File: src/rtl/lineLockPkg.sv
package lineLockPkg;

  // Strobes issued by the control to the datapath
  typedef struct packed {
    logic clrActive;  // restart the per-line active-time count
    logic incRun;     // extend the consecutive good-line run
    logic clrRun;     // restart the consecutive good-line run
  } dpStrobe_t;

endpackage

File: src/rtl/llmDatapath.sv
module llmDatapath
  import lineLockPkg::*;
#(
  parameter int PIX_W  = 4,
  parameter int LINE_W = 8
) (
  input  logic              clk,
  input  logic              rstN,
  input  logic              phaseActive,
  input  logic [PIX_W-1:0]  pixThresh,
  input  logic [LINE_W-1:0] lineCount,
  input  dpStrobe_t         strb,
  output logic              lineGood,
  output logic              runDone
);

  localparam int CNT_W = PIX_W + 1;

  logic [CNT_W-1:0]  activeCnt;
  logic [CNT_W:0]    activeSum;
  logic [CNT_W-1:0]  lineTime;
  logic [LINE_W-1:0] goodRun;
  logic [LINE_W:0]   runNext;

  // Saturating accumulation of comparator-active cycles
  assign activeSum = {1'b0, activeCnt} + {{CNT_W{1'b0}}, phaseActive};
  assign lineTime  = activeSum[CNT_W] ? {CNT_W{1'b1}} : activeSum[CNT_W-1:0];
  assign lineGood  = lineTime <= {1'b0, pixThresh};

  always_ff @(posedge clk) begin
    if (!rstN)               activeCnt <= '0;
    else if (strb.clrActive) activeCnt <= '0;
    else                     activeCnt <= lineTime;
  end

  // Consecutive good-line run, saturating at the programmed count
  assign runNext = {1'b0, goodRun} + 1'b1;
  assign runDone = runNext >= {1'b0, lineCount};

  always_ff @(posedge clk) begin
    if (!rstN)            goodRun <= '0;
    else if (strb.clrRun) goodRun <= '0;
    else if (strb.incRun && (goodRun < lineCount))
                          goodRun <= runNext[LINE_W-1:0];
  end

endmodule

File: src/rtl/llmControl.sv
module llmControl
  import lineLockPkg::*;
(
  input  logic      clk,
  input  logic      rstN,
  input  logic      lineStrobe,
  input  logic      armWr,
  input  logic      lineGood,
  input  logic      runDone,
  input  logic      limitEnable,
  input  logic      limitAuto,
  output dpStrobe_t strb,
  output logic      errSticky,
  output logic      lockLost,
  output logic      phaseLimitOn
);

  logic badLine;
  logic goodLine;

  assign badLine  = lineStrobe & ~lineGood;
  assign goodLine = lineStrobe & lineGood;

  always_comb begin
    strb.clrActive = lineStrobe;
    strb.incRun    = goodLine;
    strb.clrRun    = badLine;
  end

  always_ff @(posedge clk) begin
    if (!rstN)        errSticky <= 1'b0;
    else if (badLine) errSticky <= 1'b0;
    else if (armWr)   errSticky <= 1'b1;
  end

  always_ff @(posedge clk) begin
    if (!rstN)                    lockLost <= 1'b1;
    else if (badLine)             lockLost <= 1'b1;
    else if (goodLine && runDone) lockLost <= 1'b0;
  end

  assign phaseLimitOn = limitEnable & (~limitAuto | ~lockLost);

endmodule

File: src/rtl/lineLockMonitor.sv
module lineLockMonitor
  import lineLockPkg::*;
#(
  parameter int PIX_W  = 4,
  parameter int LINE_W = 8
) (
  input  logic              clk,
  input  logic              rstN,
  input  logic              lineStrobe,
  input  logic              phaseActive,
  input  logic [PIX_W-1:0]  pixThresh,
  input  logic [LINE_W-1:0] lineCount,
  input  logic              armWr,
  input  logic              limitEnable,
  input  logic              limitAuto,
  output logic              errSticky,
  output logic              lockLost,
  output logic              phaseLimitOn
);

  dpStrobe_t strb;
  logic      lineGood;
  logic      runDone;

  llmDatapath #(.PIX_W(PIX_W), .LINE_W(LINE_W)) u_dp (
    .clk(clk), .rstN(rstN), .phaseActive(phaseActive),
    .pixThresh(pixThresh), .lineCount(lineCount), .strb(strb),
    .lineGood(lineGood), .runDone(runDone)
  );

  llmControl u_ctl (
    .clk(clk), .rstN(rstN), .lineStrobe(lineStrobe), .armWr(armWr),
    .lineGood(lineGood), .runDone(runDone),
    .limitEnable(limitEnable), .limitAuto(limitAuto), .strb(strb),
    .errSticky(errSticky), .lockLost(lockLost), .phaseLimitOn(phaseLimitOn)
  );

endmodule

File: config.mk
export PLATFORM = sky130hd
export DESIGN_NAME = lineLockMonitor
export DESIGN_NICKNAME = d
export VERILOG_FILES = /design/src/rtl/lineLockPkg.sv /design/src/rtl/llmDatapath.sv /design/src/rtl/llmControl.sv /design/src/rtl/lineLockMonitor.sv
export SDC_FILE = /design/constraint.sdc
export NUM_CORES = 1
export LEC_CHECK = 0
export ABC_CLOCK_PERIOD_IN_PS = 7530
export BUFFER_PORTS_ARGS = -buffer_cell sky130_fd_sc_hd__buf_4
export CORE_UTILIZATION = 55
export CTS_BUF_LIST = sky130_fd_sc_hd__clkbuf_8
export CTS_CLUSTER_SIZE = 28
export DETAILED_ROUTE_END_ITERATION = 10
export PLACE_DENSITY = 0.76
export SYNTH_ARGS = -nofsm -noshare
export SYNTH_HDL_FRONTEND = slang
export SYNTH_SLANG_ARGS = --single-unit
File: constraint.sdc
create_clock -name clk -period 7.53 [get_ports clk]
set_input_delay 1.1295 -clock clk [delete_from_list [all_inputs] [get_ports clk]]
set_output_delay 1.1295 -clock clk [all_outputs]
set_load 0.02 [all_outputs]
# Yosys cells after proc, flatten, opt, wreduce, memory -nomap -nowiden
# Cells that the tools add are included.
# Widths: inputs -> output; s select.
# word_totals
n_memories	0
register_bits	15
ram_bits	0
output_inout_bits	3
input_bits	19
latch_bits	0
word_cells	22
rom_bits	0
# classes
mul	0
n_bitwise	8
div	0
addsub	2
reduce_logical	4
n_mux	1
shift	0
n_eq_ne	0
order_cmp	3
# ops
operator	n
$add 8x1->9 const B	1
$ge 9x8->1	1
$lt 8x8->1	1
$add 5x1->6	1
$le 5x4->1	1
$mux 5	1
$not 1->1	4
$reduce_or 2->1	2
$and 1x1->1	3
$logic_and 1x1->1	2
$or 1x1->1	1

# Longest topological paths before layout
# depth
ltp_word	6
mapped_depth	13
ltp_nobuf	11

# Hierarchy
# Synthesis repeated with hierarchy kept, for this count alone.
# hier_totals
hier_cells	147
hier_area_um2	1293.7
# modules_own_cells
mod	seq_area_each_um2	area_per_inst_um2	cells_per_inst	instances
llmDatapath	260.2	1177.4	134	1
llmControl	40.0	116.4	13	1

# Worst setup path after synthesis
# Ideal clock, no wire load.
# synth_path
path_kind	input to register
startpoint	input phaseActive
endpoint	register u_dp.goodRun[0]
path_buffers	2
required_ns	7.408
slack_ns	4.012
setup_time_ns	0.122
arrival_ns	3.396
stages	12
path_cell_list	ha_1 -> ha_1 -> or2_2 -> ha_1 -> nor2b_1 -> o211ai_1 -> a21oi_1 -> or2_0 -> clkbuf_1 -> clkbuf_1 -> nor2_1 -> o311a_1
# synth_between
elab_chain_cells	6
word_cells_on_any_way	8
classes_between	add/sub (1); order compare (1); mux (1); bitwise (3); reduce/logical (2)
# synth_rtl
item	line_no	source
start: declaration	lineLockMonitor.sv:10	input logic phaseActive,
$add 5x1->6 *	llmDatapath.sv:26	assign activeSum = {1'b0, activeCnt} + {{CNT_W{1'b0}}, phaseActive};
$mux 5 *	llmDatapath.sv:27	assign lineTime = activeSum[CNT_W] ? {CNT_W{1'b1}} : activeSum[CNT_W-1:0];
named net u_dp.lineTime[1]	llmDatapath.sv:21	logic [CNT_W-1:0] lineTime;
$le 5x4->1 *	llmDatapath.sv:28	assign lineGood = lineTime <= {1'b0, pixThresh};
$not 1->1	llmControl.sv:21	assign badLine = lineStrobe & ~lineGood;
$and 1x1->1	llmControl.sv:21	
$reduce_or 2->1 (no source line)	n/a	
end signal: assignment	llmDatapath.sv:44	goodRun <= runNext[LINE_W-1:0];
end: declaration	llmDatapath.sv:22	logic [LINE_W-1:0] goodRun;
# The timed path passes the listed nets; every way through them passes the cells marked *.
# A chain may end at the register's enable or synchronous reset.

# Worst setup path in the final report
# layout_path
startpoint	input phaseActive
endpoint	register u_dp.goodRun[5]
# The elaborated chain is that of the path after synthesis.

==> reports/qor.csv <==
metric,value,unit
status,completed,
synth_edf_count,0,
critical_path_arrival,3880,ps
timing.rr.end,u_dp.goodRun[5],
root_buffer,clkbuf_8,
slew_headroom,52.8,%
drive_gt1_share,14.4,%
start_util,58.4,%
cp_max_fo,16,
cts-buffers-inserted,3,
dp_slack,3560,ps
cpPeakStageDelay,560,ps
ys_ff_latch,15,
hold_buffers,0,
report.final.slew_viol_count,0,
period_share,49.0,%
yosysWarnings,0,
post-synth-top-count-cell,ha_1,
cts.repair.resized,0,
syn_avg_cell_area,8.09,µm²
cp_common_cell,ha_1,
htreeDepth,1,
cts_tree,built,
grt_pass1_vias,1034,
io_buffer_count,21,
synth_common_cells,"ha_1, dfxtp_1, inv_1",
whs,479,ps
synth_compound_area_share,17.1,%
boundaryPins,22,
setup-violations-final,0,
wl_per_cell,13.3,µm
synth_top_area_share,23.5,%
synth.distinct_cells,32,
syn-cell-area,1280,µm²
grt_max_degree,17,
crit_chain,"buf_4, ha_1, ha_1, or2_2, ha_1, nor2b_1, o211ai_1, a21oi_1, or2_0, or4_1, a31oi_1",
cts.sinks,15,
r2r_cells,10,
core,2190,µm²
clock_skew,1.61,ps
yosys.area_share.simple,27.4,%
drtAntennaViolNets,0,
place_congestion,0.800,
fin_nets,223,
leakagePower,0.716,nW
area_growth,17.8,%
synth_top_family_by_area,simple AND/OR/NAND/NOR gates,
required,7710,ps
synth-adder-area-share,22.5,%
worstHoldPathCells,1,
hp-start,u_ctl.errSticky,
yosys.area.top_type,dfxtp_1,
synthCells,158,
cp-startpoint,phaseActive,
die_h,50.2,µm
fillers,216,
grt_remaining_overflow,0,
async_flop_share,0,%
cp-end-kind,flip-flop,
grt_pass1_wl,4550,µm
p_per_area,127,nW/µm²
hold_path_end,u_ctl.errSticky,
firstDrtPassIters,4,
tightest_slew,708,ps
fin_tns_setup,0,ps
synth_area_leaders,"dfxtp_1, ha_1, a31oi_1",
syn-num-nets,200,
ir_worst_vdd,134,µV
grt.total_usage,24.1,%
synth.mux.area_fraction,0,%
dp_hpwl,2240,µm
stdcell_count,208,
clock_path_buffers,2,
rsz0062_at_grt,no,
hold_viol_final,0,
via_count,1227,
antenna_found_initial,0,
timing.rr.start,u_dp.activeCnt[0],
drt-total-wl,2760,µm
critical_path_class,input port to flip-flop,
die_x,50.2,µm
clock.fmax,0.271,GHz
r2r_setup_slack,4540,ps
ys.flop_type,dfxtp_1,
drt_iter0_markers,29,
period_needed,3690,ps
diodes,0,
fin_ws,3840,ps
critPathLaunchType,input port,
maxCapViolCount,0,
clk_latency,250,ps
die_area,2520,µm²
post_cts_buffers,0,
drc,0,
clk_pin_slew_worst_paths,60,ps
synth_seq_area_share,23.5,%
worst_hold_path_type,flip-flop to flip-flop,
slowest_stage,or4_1,
place_inst,204,
yosys.area_share.xor_xnor,4.79,%
via_per_inst,5.90,
num_rows,17,
## cell families (layout without fill, tap and decap cells)
| logic type | count (synthesis) | after routing |
|---|---|---|
| simple gates | 62 | 62 |
| buf+inv | 16 | 38 |
| xor+xnor | 7 | 7 |
| flops | 15 | 15 |
| fa+ha+maj | 23 | 23 |
| compound gates | 35 | 35 |
## stage by stage
step	power, mW	util, %	cell area, µm²
finish	0.191	68.8	1510
global route	0.201	68.8	1510
CTS	0.193	68.8	1510
detailed placement	0.127	66.6	1460
global placement	0.124	66.6	1460
floorplan	0.111	-	1280
## cells in the final DEF, fill, tap and decap left out, types with 6 or more instances in the layout
cell type and count:
nand2_1 9, ha_1 23, nand3b_1 6, buf_4 21, a31oi_1 8, nor2_1 10
inv_1 13, o21ai_0 6, nand3_1 10, a21oi_1 9, dfxtp_1 15
## layer usage
metal / track usage, % / wire (µm) / vias to the layer above
met5: 0 / 0 / -
met4: 10.0 / 46 / 0
met3: 5.45 / 141 / 7
met2: 38.9 / 1290 / 31
met1: 30.4 / 1290 / 563
li1: - / - / 626
## worst max-delay path by stage
stage | endpoint | slack [ps]
floorplan | u_dp.goodRun[0] | 4010
global placement | u_dp.goodRun[5] | 3660
detailed placement | u_dp.goodRun[3] | 3560
CTS | u_dp.goodRun[5] | 3840
global route | u_dp.goodRun[5] | 3680
finish | u_dp.goodRun[5] | 3840
## where the power goes
part / switching [mW] / leakage [nW] / internal [mW]
Clock: 0.0297 / 0.0255 / 0.0367
Combinational: 0.0204 / 0.568 / 0.0191
Sequential: 0.00306 / 0.122 / 0.0820
Total: 0.0531 / 0.716 / 0.138
## worst max-delay path: cells and delay by family
kind	cells	cell delay, ps
AO/OA/AOI/OAI	3	420
buffers and inverters	1	110
adder cells (fa/ha/maj)	3	770
AND/OR/NAND/NOR	4	1440
## state kept, by name, summed over array words and instances (netlist names)
name	flops
u_dp.goodRun	8
u_ctl.lockLost	1
u_ctl.errSticky	1
u_dp.activeCnt	5
## layout make-up
type / instances / area, µm² / area share [%]
Multi-Input combinational cell: 127 / 918 / 61.0
Tap cell: 28 / 35.0 / 2.33
Timing Repair Buffer: 21 / 158 / 10.5
Clock inverter: 1 / 5.00 / 0.332
Clock buffer: 3 / 41.3 / 2.74
Inverter: 13 / 48.8 / 3.24
Sequential cell: 15 / 300 / 19.9
Power figures use the tool's default switching activity.
